==> src/rtl/iqdes_pkg.sv <==
package iqdes_pkg;
  localparam int unsigned SAMP_W  = 18;
  localparam int unsigned LEN_MAX = 32;
  localparam int unsigned LEN_W   = $clog2(LEN_MAX);
  localparam int unsigned SWID_W  = $clog2(SAMP_W + 1);
  localparam int unsigned N_LANES = 2;
endpackage

==> src/rtl/iqdes_lane.sv <==
module iqdes_lane #(
  parameter int unsigned SW  = 18,
  parameter int unsigned LW  = 5,
  parameter int unsigned WW  = 5
) (
  input  logic          clk,
  input  logic          rst_n,
  input  logic          bit_en,
  input  logic          sdi,
  input  logic          sync,
  input  logic [LW-1:0] len_m1,
  input  logic [WW-1:0] width,
  input  logic          two_words,
  output logic          done,
  output logic [SW-1:0] word0,
  output logic [SW-1:0] word1
);
  logic [LW-1:0] cnt, pos;
  logic          widx, wsel, active, take, last_bit, last_word;
  logic [SW-1:0] nxt0, nxt1;

  always_comb begin
    take = bit_en & (sync | active);
    pos  = sync ? '0 : cnt;
    wsel = sync ? 1'b0 : widx;
    nxt0 = sync ? '0 : word0;
    nxt1 = sync ? '0 : word1;
    if ((int'(pos) < int'(width)) && (int'(pos) < int'(SW))) begin
      if (wsel) nxt1[SW-1-int'(pos)] = sdi;
      else      nxt0[SW-1-int'(pos)] = sdi;
    end
    last_bit  = (pos == len_m1);
    last_word = (wsel == two_words);
  end

  always_ff @(posedge clk or negedge rst_n) begin
    if (!rst_n) begin
      cnt <= '0; widx <= 1'b0; active <= 1'b0; done <= 1'b0;
      word0 <= '0; word1 <= '0;
    end else begin
      done <= 1'b0;
      if (take) begin
        word0 <= nxt0;
        word1 <= nxt1;
        if (last_bit) begin
          cnt <= '0;
          if (last_word) begin
            widx <= 1'b0; active <= 1'b0; done <= 1'b1;
          end else begin
            widx <= 1'b1; active <= 1'b1;
          end
        end else begin
          cnt <= pos + 1'b1; widx <= wsel; active <= 1'b1;
        end
      end
    end
  end
endmodule

==> src/rtl/iqdes_hold.sv <==
module iqdes_hold #(
  parameter int unsigned SW = 18
) (
  input  logic          clk,
  input  logic          rst_n,
  input  logic          load,
  input  logic [SW-1:0] in_i,
  input  logic [SW-1:0] in_q,
  output logic          out_valid,
  input  logic          out_ready,
  output logic [SW-1:0] out_i,
  output logic [SW-1:0] out_q
);
  always_ff @(posedge clk or negedge rst_n) begin
    if (!rst_n) begin
      out_valid <= 1'b0; out_i <= '0; out_q <= '0;
    end else if (load) begin
      out_valid <= 1'b1; out_i <= in_i; out_q <= in_q;
    end else if (out_ready) begin
      out_valid <= 1'b0;
    end
  end
endmodule

==> src/rtl/serial_iq_deser.sv <==
module serial_iq_deser
  import iqdes_pkg::*;
#(
  parameter int unsigned SW = SAMP_W,
  parameter int unsigned LW = LEN_W,
  parameter int unsigned WW = SWID_W
) (
  input  logic          clk,
  input  logic          rst_n,
  input  logic          two_ch_mode,
  input  logic [LW-1:0] word_len_m1,
  input  logic [WW-1:0] samp_width,
  input  logic          bit_en,
  input  logic          frame_sync,
  input  logic          sdi_a,
  input  logic          sdi_b,
  output logic          a_valid,
  input  logic          a_ready,
  output logic [SW-1:0] a_i,
  output logic [SW-1:0] a_q,
  output logic          b_valid,
  input  logic          b_ready,
  output logic [SW-1:0] b_i,
  output logic [SW-1:0] b_q
);
  logic [N_LANES-1:0] pin_bits, lane_done;
  logic [SW-1:0]      lane_w0 [N_LANES];
  logic [SW-1:0]      lane_w1 [N_LANES];
  logic               load_a, load_b;
  logic [SW-1:0]      a_q_src;

  assign pin_bits = {sdi_b, sdi_a};

  for (genvar g = 0; g < N_LANES; g++) begin : g_lane
    iqdes_lane #(.SW(SW), .LW(LW), .WW(WW)) u_lane (
      .clk(clk), .rst_n(rst_n), .bit_en(bit_en), .sdi(pin_bits[g]),
      .sync(frame_sync), .len_m1(word_len_m1), .width(samp_width),
      .two_words(two_ch_mode), .done(lane_done[g]),
      .word0(lane_w0[g]), .word1(lane_w1[g])
    );
  end

  // one-channel mode: both lanes run in lockstep, lane 1 supplies Q
  assign load_a  = lane_done[0];
  assign load_b  = lane_done[1] & two_ch_mode;
  assign a_q_src = two_ch_mode ? lane_w1[0] : lane_w0[1];

  iqdes_hold #(.SW(SW)) u_hold_a (
    .clk(clk), .rst_n(rst_n), .load(load_a), .in_i(lane_w0[0]), .in_q(a_q_src),
    .out_valid(a_valid), .out_ready(a_ready), .out_i(a_i), .out_q(a_q)
  );

  iqdes_hold #(.SW(SW)) u_hold_b (
    .clk(clk), .rst_n(rst_n), .load(load_b), .in_i(lane_w0[1]), .in_q(lane_w1[1]),
    .out_valid(b_valid), .out_ready(b_ready), .out_i(b_i), .out_q(b_q)
  );
endmodule

==> config.mk <==
export PLATFORM = sky130hd
export DESIGN_NAME = serial_iq_deser
export DESIGN_NICKNAME = d
export VERILOG_FILES = /design/src/rtl/iqdes_pkg.sv /design/src/rtl/iqdes_lane.sv /design/src/rtl/iqdes_hold.sv /design/src/rtl/serial_iq_deser.sv
export SDC_FILE = /design/constraint.sdc
export NUM_CORES = 1
export LEC_CHECK = 0
export BUFFER_PORTS_ARGS = -buffer_cell sky130_fd_sc_hd__buf_2
export CAP_MARGIN = 30
export CORE_MARGIN = 5
export CORE_UTILIZATION = 59
export CTS_BUF_LIST = sky130_fd_sc_hd__clkbuf_4 sky130_fd_sc_hd__clkbuf_8 sky130_fd_sc_hd__clkbuf_16
export CTS_CLUSTER_SIZE = 12
export DETAILED_ROUTE_END_ITERATION = 7
export HOLD_SLACK_MARGIN = 0.08
export PLACE_DENSITY = 0.81
export SLEW_MARGIN = 20
export SYNTH_ARGS = -nofsm -noshare
export SYNTH_HDL_FRONTEND = slang
export SYNTH_SLANG_ARGS = --single-unit
export TNS_END_PERCENT = 100
==> constraint.sdc <==
create_clock -name clk -period 3.35 [get_ports clk]
set_input_delay 0.1675 -clock clk [delete_from_list [all_inputs] [get_ports clk]]
set_output_delay 0.1675 -clock clk [all_outputs]
set_load 0.005 [all_outputs]
==> flow_metrics.tcl <==
set metrics [dict create \
    finalNonFillerCells 1015 \
    drtPass1Iterations 7 \
    dieArea_um2 15800 \
    cp-end-kind "flip-flop" \
    clkTransAtPathRegs_ns 0.06 \
    syn_to_final_growth_pct 15.3 \
    finalSetupTns_ns 0 \
    avgSynthCellArea_um2 10.6 \
    route.detailed.drc 0 \
    mostFrequentLayoutCells "dfrtp_1 (161), buf_2 (91), nand2_1 (67)" \
    avgRoutedWirePerCell_um 19.9 \
    antenna_found_initial 0 \
    hold_viol_final 0 \
    wl_mm 20.2 \
    hp-start "sdi_a" \
    fin_crit_sh 0.840 \
    max-vdd-ir-drop_mv 0.341 \
    synth_fa_ha_area_frac 0.0190 \
    port_buffers 92 \
    synth_xor_xnor_area_share 0.0122 \
    drv_cap 0 \
    synth_nets 777 \
    arrival_ns 3.10 \
    r2r_cells 7 \
    rows 42 \
    crit_fanout 14 \
    rsz0062_at_grt "false" \
    vias 6557 \
    fmax_mhz 355 \
    reg2reg_from "g_lane[0].u_lane.cnt[4]" \
    whs_endpoint "g_lane[0].u_lane.word1[12]" \
    regToRegSetupSlack_ns 0.54 \
    mostFrequentLayoutCell "dfrtp_1" \
    setup_viol 0 \
    async_flop_share 1.00 \
    synth_warnings 0 \
    design.portCount 93 \
    coreArea_um2 13200 \
    final-max-slew-violation-count 0 \
    cts_sinks 162 \
    fillCellCount 935 \
    leakage_nw 4.35 \
    grt_use_total 0.262 \
    vias_per_cell 6.46 \
    synthFlopType "dfrtp_1" \
    powerDensity_nw_per_um2 555 \
    cts-root-buf "clkbuf_16" \
    worstMarginPinSlew_ns 0.934 \
    synth_edf_count 0 \
    netlist_area_um2 7920 \
    status "finished clean" \
    grt_pass1_wl_mm 33.3 \
    required_ns 3.64 \
    ys_seq_elements 162 \
    grt_max_degree 95 \
    numCtsBuffers 17 \
    grt-ovfl-total 0 \
    synth_compound_area_frac 0.177 \
    clockBufferDepth 2 \
    grt_pass1_vias 6345 \
    reg2reg_to "g_lane[0].u_lane.word0[16]" \
    n_antenna_cell 0 \
    die_w_um 126 \
    ant_nets 0 \
    gp_congestion 0.953 \
    synthSimpleGateAreaFrac 0.133 \
    post_cts_resized 0 \
    synth_top_family_by_area "compound AO/OA/AOI/OAI gates" \
    crit_type "flip-flop to flip-flop" \
    ys_types 65 \
    drive_gt1_frac 0.250 \
    max-slew-margin-rel 0.376 \
    chipHeight_um 126 \
    post-place-cells 978 \
    clock_latency_ns 0.43 \
    htree_num_levels 4 \
    ys_seq_area_frac 0.512 \
    hp-class "input port to flip-flop" \
    tritoncts "yes" \
    start_kind "flip-flop" \
    hold_depth 3 \
    fin_skew_ns 0.00669 \
    initial_utilization 0.601 \
    synthCells 746 \
    initialDrtViolationCount 755 \
    hpwl_mm 14.3 \
    synth.area.mux_share 0.108 \
    period_needed_ns 2.81 \
    final_nets 857 \
]
[cell usage after synthesis, drive strengths merged, types with 7 or more instances]
cell | count | area share
a21oi | 36 | 0.023
a31oi | 8 | 0.0071
and3 | 13 | 0.011
buf | 18 | 0.014
clkbuf | 31 | 0.015
dfrtp | 162 | 0.51
ha | 12 | 0.019
inv | 23 | 0.011
mux2 | 54 | 0.077
mux2i | 25 | 0.032
nand2 | 68 | 0.033
nand2b | 9 | 0.0081
nand3 | 21 | 0.014
nand4 | 10 | 0.0079
nor2 | 51 | 0.024
nor3 | 7 | 0.0051
o211ai | 25 | 0.024
o21ai | 40 | 0.025
o22ai | 7 | 0.0055
o311ai | 26 | 0.029
o31ai | 23 | 0.025
xnor2 | 9 | 0.010
[worst max-delay path, cell delays in order, from the launching register on]
cell	delay [ns]
dfrtp_1	0.60
nor2b_1	0.31
ha_1	0.31
a221oi_2	0.31
buf_4	0.21
nand3_1	0.29
o311ai_0	0.49
nand3_1	0.14
[layout make-up]
type	count	area (um2)	share of cell area
multi-input cells	512	3560	0.390
flip-flops and latches	162	4060	0.444
inverters	23	86.3	0.00945
repair buffers	110	654	0.0717
well taps	176	220	0.0241
clock inverters	11	78.8	0.00863
clock buffers	21	480	0.0526
[cell families after synthesis]
kind of cell / Yosys count
simple gates: 211
compound gates: 199
flops: 162
mux: 79
buf+inv: 72
fa+ha+maj: 12
xor+xnor: 11
[layer usage]
layer | vias up | GRT usage | routed length (um)
li1 | 2925 | - | -
met3 | 51 | 0.0635 | 1860
met4 | 0 | 0.0871 | 442
met2 | 369 | 0.407 | 9530
met5 | - | 0 | 0
met1 | 3212 | 0.366 | 8320
[flip-flops by register name (all words and copies together) (netlist names)]
signal                flops
g_lane.u_lane.active      2
u_hold_a.out_q           18
u_hold_b.out_valid        1
g_lane.u_lane.word1      36
g_lane.u_lane.word0      36
g_lane.u_lane.widx        2
u_hold_b.out_i           18
g_lane.u_lane.cnt        10
u_hold_a.out_i           18
u_hold_a.out_valid        1
u_hold_b.out_q           18
g_lane.u_lane.done        2
[power breakdown]
part	internal (W)	switching (W)	leakage, nW	total, W
logic	0.000348	0.000591	1.92	0.000939
registers	0.00213	0.000190	2.17	0.00232
clock network	0.00103	0.000789	0.264	0.00181
[worst max path at each step]
stage                     cells after the start                         end               startpoint
after CTS                                     7  g_lane[0].u_lane.word0[16]  g_lane[0].u_lane.cnt[4]
after global placement                       10  g_lane[0].u_lane.word1[13]               frame_sync
after global routing                          7  g_lane[0].u_lane.word0[15]  g_lane[0].u_lane.cnt[4]
after detailed placement                     11  g_lane[0].u_lane.word0[16]               frame_sync
after floorplan                               9  g_lane[0].u_lane.word1[13]  g_lane[0].u_lane.cnt[1]
final                                         7  g_lane[0].u_lane.word0[16]  g_lane[0].u_lane.cnt[4]
[through the flow]
stage / worst slack, ns / power (W) / utilization / hold WS [ns] / instance area (um2)
after floorplan: 0.983 / 0.00289 / - / -0.128 / 7920
after global placement: 0.751 / 0.00319 / 0.644 / 0.293 / 8500
after detailed placement: 0.547 / 0.00325 / 0.644 / 0.313 / 8500
after CTS: 0.626 / 0.00506 / 0.689 / 0.0846 / 9080
after global routing: 0.373 / 0.00530 / 0.692 / 0.108 / 9130
final: 0.537 / 0.00507 / 0.692 / 0.0992 / 9130
[what timing repair did]
item / 4_1_cts / 5_1_grt
endpoints found under the hold margin: 95 / 0
buffers inserted: 0 / 0
hold buffers: 3 / 0
No activity file was read; power rests on OpenSTA's default activity.
